===== config.mk =====
export PLATFORM = sky130hd
export DESIGN_NAME = ipi_timer_ctrl
export DESIGN_NICKNAME = d
export VERILOG_FILES = /design/src/rtl/ipi_timer_ctrl.sv
export SDC_FILE = /design/constraint.sdc
export NUM_CORES = 1
export LEC_CHECK = 0
export ABC_AREA = 1
export BUFFER_PORTS_ARGS = -buffer_cell sky130_fd_sc_hd__clkbuf_2
export CAP_MARGIN = 5
export CORE_MARGIN = 2
export CORE_UTILIZATION = 35
export CTS_BUF_LIST = sky130_fd_sc_hd__clkbuf_8
export DETAILED_ROUTE_END_ITERATION = 8
export PLACE_DENSITY = 0.89
export SLEW_MARGIN = 20
export SYNTH_ARGS = -nofsm -noshare
export SYNTH_HDL_FRONTEND = slang
export SYNTH_SLANG_ARGS = --single-unit

===== constraint.sdc =====
create_clock -name clk -period 1.5 [get_ports clk]
set_clock_uncertainty 0.15 [all_clocks]
set_input_delay 0.3 -clock clk [delete_from_list [all_inputs] [get_ports clk]]
set_output_delay 0.3 -clock clk [all_outputs]
set_load 0.05 [all_outputs]

===== src/rtl/ipi_timer_ctrl.sv =====
module ipi_timer_ctrl #(
  parameter int NCPU        = 4,
  parameter int ACTIVE_CPUS = 3,
  parameter int DW          = 64,
  parameter int AW          = 2
) (
  input  logic          clk,
  input  logic          rst_n,
  input  logic          wr_en,
  input  logic [AW-1:0] wr_addr,
  input  logic [DW-1:0] wr_data,
  input  logic [AW-1:0] rd_addr,
  output logic [DW-1:0] rd_data,
  input  logic          tick,
  output logic [NCPU-1:0] ipi_irq,
  output logic [NCPU-1:0] timer_irq,
  output logic          dup_post_warn,
  output logic          idle_clear_warn,
  output logic          empty_err
);
  localparam int TCLR_LSB = 4;
  localparam int ICLR_LSB = TCLR_LSB + NCPU;
  localparam int IREQ_LSB = ICLR_LSB + NCPU;
  localparam int TOP_USED = IREQ_LSB + NCPU;
  localparam logic [AW-1:0] A_CTRL = AW'(0);
  localparam logic [AW-1:0] A_ICLR = AW'(1);
  localparam logic [AW-1:0] A_TCLR = AW'(2);
  localparam logic [AW-1:0] A_IREQ = AW'(3);
  localparam logic [NCPU-1:0] ACT = NCPU'((64'd1 << ACTIVE_CPUS) - 64'd1);

  logic [NCPU-1:0] ipi_q, tmr_q;
  logic [NCPU-1:0] req, iclr, tclr, ipi_kept;
  logic            is_ctrl, is_mask, dup_d, idle_d, empty_d;
  logic            unused_hi;

  assign is_ctrl = wr_en && (wr_addr == A_CTRL);
  assign is_mask = wr_en && (wr_addr != A_CTRL);

  assign req  = ACT & (is_ctrl ? wr_data[IREQ_LSB +: NCPU] :
                       (wr_en && wr_addr == A_IREQ) ? wr_data[NCPU-1:0] : '0);
  assign iclr = ACT & (is_ctrl ? wr_data[ICLR_LSB +: NCPU] :
                       (wr_en && wr_addr == A_ICLR) ? wr_data[NCPU-1:0] : '0);
  assign tclr = ACT & (is_ctrl ? wr_data[TCLR_LSB +: NCPU] :
                       (wr_en && wr_addr == A_TCLR) ? wr_data[NCPU-1:0] : '0);

  assign ipi_kept = ipi_q & ~iclr;
  assign dup_d    = |(req & ipi_kept);
  assign idle_d   = |(iclr & ~ipi_q);
  assign empty_d  = (is_ctrl || is_mask) && ((req | iclr | tclr) == '0);
  assign unused_hi = &{1'b0, wr_data[DW-1:TOP_USED]};

  always_ff @(posedge clk or negedge rst_n) begin
    if (!rst_n) begin
      ipi_q           <= '0;
      tmr_q           <= '0;
      dup_post_warn   <= 1'b0;
      idle_clear_warn <= 1'b0;
      empty_err       <= 1'b0;
    end else begin
      ipi_q           <= ipi_kept | req;
      tmr_q           <= (tmr_q & ~tclr) | (tick ? ACT : '0);
      dup_post_warn   <= dup_d;
      idle_clear_warn <= idle_d;
      empty_err       <= empty_d;
    end
  end

  assign ipi_irq   = ipi_q;
  assign timer_irq = tmr_q;

  always_comb begin
    rd_data = '0;
    if (rd_addr == A_CTRL) begin
      rd_data[ICLR_LSB +: NCPU] = ipi_q;
      rd_data[TCLR_LSB +: NCPU] = tmr_q;
    end
  end


  tick_post_chk: assert property (@(posedge clk) disable iff (!rst_n)
    tick |=> ((timer_irq & ACT) == ACT));


  ipi_rise_src_chk: assert property (@(posedge clk) disable iff (!rst_n)
    ((ipi_irq & ~$past(ipi_irq)) != '0) |->
      $past(wr_en && (wr_addr == A_CTRL || wr_addr == A_IREQ)));


  ipi_fall_src_chk: assert property (@(posedge clk) disable iff (!rst_n)
    (($past(ipi_irq) & ~ipi_irq) != '0) |->
      $past(wr_en && (wr_addr == A_CTRL || wr_addr == A_ICLR)));


  tmr_fall_src_chk: assert property (@(posedge clk) disable iff (!rst_n)
    (($past(timer_irq) & ~timer_irq) != '0) |->
      $past(wr_en && (wr_addr == A_CTRL || wr_addr == A_TCLR)));


  inactive_quiet_chk: assert property (@(posedge clk) disable iff (!rst_n)
    ((ipi_irq | timer_irq) & ~ACT) == '0);


  empty_no_change_chk: assert property (@(posedge clk) disable iff (!rst_n)
    empty_err |-> ($stable(ipi_irq) && !dup_post_warn && !idle_clear_warn));
endmodule


## Yosys cells after proc, flatten, opt, wreduce, memory -nomap -nowiden

Index checks and enable logic that the tools add are counted.

| word-level totals | value |
|---|---|
| register bits | 11 |
| input port bits | 72 |
| output and inout bits | 75 |

| cells by class | value |
|---|---|
| eq/ne operators | 3 |
| muxes and demuxes | 8 |
| bitwise operators | 11 |
| reductions and logical operators | 13 |

Operators by type and width:

| cell | count |
|---|---|
| $mux 3 | 7 |
| $and 3x4->4 | 2 |
| $and 4x4->4 | 2 |
| $mux 8 | 1 |
| $not 3->4 | 2 |
| $or 4x3->4 | 2 |
| $reduce_or 4->1 | 2 |
| $logic_and 1x1->1 | 6 |
| $or 3x3->3 | 2 |
| $eq 2x2->1 const B | 2 |
| $logic_not 2->1 | 2 |
| $logic_not 4->1 | 1 |
| $not 4->4 | 1 |
| $eq 2x1->1 const B | 1 |
| $reduce_bool 2->1 | 1 |
| $logic_or 1x1->1 | 1 |

## Depth between registers and ports, before layout

| depth | value |
|---|---|
| word-level depth | 8 |
| depth in mapped cells | 7 |
| depth with buffers taken out | 6 |

## Worst setup path after synthesis

OpenSTA, ideal clock, no wires.

| timing | value |
|---|---|
| kind | register to output |
| start point | register ipi_q[2] (netlist: ipi_irq[2]) |
| end point | output rd_data[10] |
| arrival | 1439 ps |
| data required time | 1050 ps |
| path slack | -389 ps |
| cell stages (with the launch flop) | 3 |
| path through | dfrtp_1 > inv_1 > nor2_1 |

| on the way | value |
|---|---|
| word-level cells in the longest chain between the ends | 1 |

RTL lines:

| what | line | RTL |
|---|---|---|
| start: declaration | 31 | `logic [NCPU-1:0] ipi_q, tmr_q;` |
| start signal: assignment | 60 | `ipi_q <= ipi_kept \| req;` |
| $mux 8 | 73 | `if (rd_addr == A_CTRL) begin` |
| end: declaration | 13 | `output logic [DW-1:0] rd_data,` |

Every way passes these cells.

## Final worst setup path

| timing | value |
|---|---|
| start point | register ipi_q[0] (netlist: ipi_irq[0]) |
| end point | output rd_data[8] |

Same word-level chain as after synthesis.

==> results.cfg <==
[outcome]
outcome = finished clean

[setup_path]
worstPathCellList = inv_1 > nor2_4 > clkbuf_4
end_kind = primary output
critical_path_required_ns = 1.05
ff2ff_setup_slack_ns = 0.41
slowest_delay_ns = 0.39
crit_type = register to primary output
slowest_stage = dfrtp_2
reg2regPathDepth = 3
crit_fanout = 3
crit_arrival_ns = 1.03
rr_startpoint = ipi_irq[2]
regToRegEndpoint = ipi_irq[2]
start_kind = register

[grt]
grt_pass1_vias = 683
grt_first_pass_wirelength_um = 2670
grtUsageTotal_pct = 10.1
grt_max_degree = 16
antenna_found_initial = 0
gr-total-overflow = 0

[route]
vias = 834
viasPerCell = 3.93
drtAntennaViolNets = 0
routed_wirelength_um = 1990
drc_errors = 0
dr.pass1.iters = 5
drt_iter0_drc = 4
wl_per_cell_um = 9.37

[clocking]
clk_latency_ns = 0.23
path_clk_slew_ns = 0.04
cts_buffers = 3
root_buffer = clkbuf_8
cts_tree = built
htreeDepth = 1
cts.sink_count = 9
clock_path_buffers = 2

[timing]
fin_ws_ns = 0.0247
drv_slew = 0
grt_setup_unrepaired = no
min_period_over_period_pct = 98.4
final-setup-viol-count = 0
fmax_mhz = 678
hold_violations = 0
final.min_clock_period_ns = 1.48

[yosys]
yosysTopAreaCell = buf_4
yosysUniqueCellTypes = 17
synthTopCellsByArea = buf_4 41%, dfrtp_1 21%, nand4_1 5.2%
yosysSeqAreaShare_pct = 20.7
synth-main-ff-cell = dfrtp_1
ys_seq_elements = 9
synth.most_common_cell = buf_4
synth_edf_count = 0
avgSynthCellArea_um2 = 7.51
synthArstFlopShare_pct = 100
synth_cells = 145
ys_top_cells_by_count = 60 x buf_4, 13 x nand2_1, 12 x nor2_1
yosys_warnings = 0
yosysTopAreaCellShare_pct = 41.4
netlist_area_um2 = 1090

[floorplanning]
die-area_um2 = 3570
start_util_pct = 36.3
die_x_um = 59.8
core-area_um2 = 3000
ios = 147
fp.dieH_um = 59.8
rows = 20

[placed_design]
dp_hpwl_um = 1660
gp_congestion = 0.752
pre_cts_ws_ns = -0.178
io_buffer_count = 34

[worst_hold_path]
hold_start = tick
hold_path_depth = 3
worst_hold_path_type = input pin to register
whs_endpoint = timer_irq[2]

[finish]
nets = 252
synthToLayoutAreaGrowth_pct = 6.67
diodes = 0
drive_gt1_share_pct = 34.6
n_fill_cell = 318

[power_and_ir_drop]
p_leak_nw = 0.695
power_mw = 1.27
powerDensity_nw_per_um2 = 1090
vdd_drop_max_mv = 0.267

[run]
drv_cap = 0
## power breakdown
part	switching (mW)	internal (mW)	leakage (nW)
Clock	0.0903	0.178	0.0269
Combinational	0.606	0.104	0.570
Sequential	0.0130	0.277	0.0978
Total	0.709	0.559	0.695
## registers in the layout (all words and copies together), names as in the netlist
signal           cells
ipi_irq              3
timer_irq            3
dup_post_warn        1
empty_err            1
idle_clear_warn      1
## cell families after synthesis
family          synth area share [%]
other cells                    0.344
simple gates                    28.3
flops                           20.7
compound gates                  1.38
buf+inv                         49.3
## worst max-delay path, delay by kind of cell, from the launching register on
family                 cells  cell delay [ns]
flip-flops                 1             0.39
AND/OR/NAND/NOR            1             0.05
buffers and inverters      2             0.35
## through the flow
step / area (um^2) / hold WS (ns) / utilization [%] / cells / setup TNS (ns)
6_report: 1160 / 0.136 / 38.7 / 212 / 0
2_1_floorplan: 1370 / -0.146 / - / 204 / -0.000263
4_1_cts: 1160 / 0.133 / 38.7 / 212 / 0
3_3_place_gp: 1080 / 0.00273 / 36.0 / 207 / -0.779
3_5_place_dp: 1080 / 0.00633 / 36.0 / 207 / -0.921
5_1_grt: 1160 / 0.154 / 38.7 / 212 / 0
## worst max-delay path by stage
stage / startpoint / to / slack (ns) / depth (start not counted)
2_1_floorplan: rd_addr[1] / rd_data[10] / -0.0003 / 3
3_3_place_gp: rd_addr[1] / rd_data[10] / -0.15 / 4
3_5_place_dp: rd_addr[1] / rd_data[10] / -0.18 / 4
4_1_cts: ipi_irq[1] / rd_data[9] / 0.01 / 3
5_1_grt: rd_addr[1] / rd_data[4] / 0.003 / 4
6_report: ipi_irq[0] / rd_data[8] / 0.02 / 3
## layout by cell type (no fill, tap or decap), types with 2 or more instances in the layout
cell | netlist | layout
conb_1 | 1 | 60
clkbuf_2 | 0 | 28
nand2_1 | 13 | 13
inv_1 | 10 | 10
nand3_1 | 9 | 9
nand4_1 | 9 | 9
nor2_4 | 0 | 6
nor2_1 | 12 | 6
dfrtp_2 | 0 | 6
clkbuf_8 | 0 | 4
clkbuf_4 | 0 | 4
nand3_2 | 3 | 3
nand2_2 | 3 | 3
nor2_2 | 3 | 3
or2_1 | 3 | 3
o21ai_0 | 3 | 3
dfrtp_1 | 9 | 3
buf_4 | 60 | 2
## routing by layer
| layer | up-vias | track usage [%] | wire length [um] | share of wire, % |
|---|---|---|---|---|
| li1 | 402 | - | - | - |
| met1 | 374 | 8.64 | 713 | 36 |
| met2 | 56 | 21.3 | 1060 | 53 |
| met3 | 2 | 1.30 | 192 | 9.7 |
| met4 | 0 | 5.71 | 19 | 0.96 |
| met5 | - | 0 | 0 | 0 |
## layout make-up
class	instances	area [um^2]	area share, %
tap	33	41.3	3.56
sequential	9	233	20.0
clock inverter	1	3.75	0.323
clock buffer	3	41.3	3.56
timing repair buffer	36	209	18.0
multi-input combinational	120	596	51.3
inverter	10	37.5	3.23
## what timing repair did
item / 4_1_cts / 5_1_grt
gates resized for setup: 8 / 2
setup endpoints to repair: 6 / 2
buffers inserted: 0 / 0
hold buffers: 1 / 0
hold endpoints to repair: 9 / 0
Note: power is estimated with default switching activity, not from simulation.
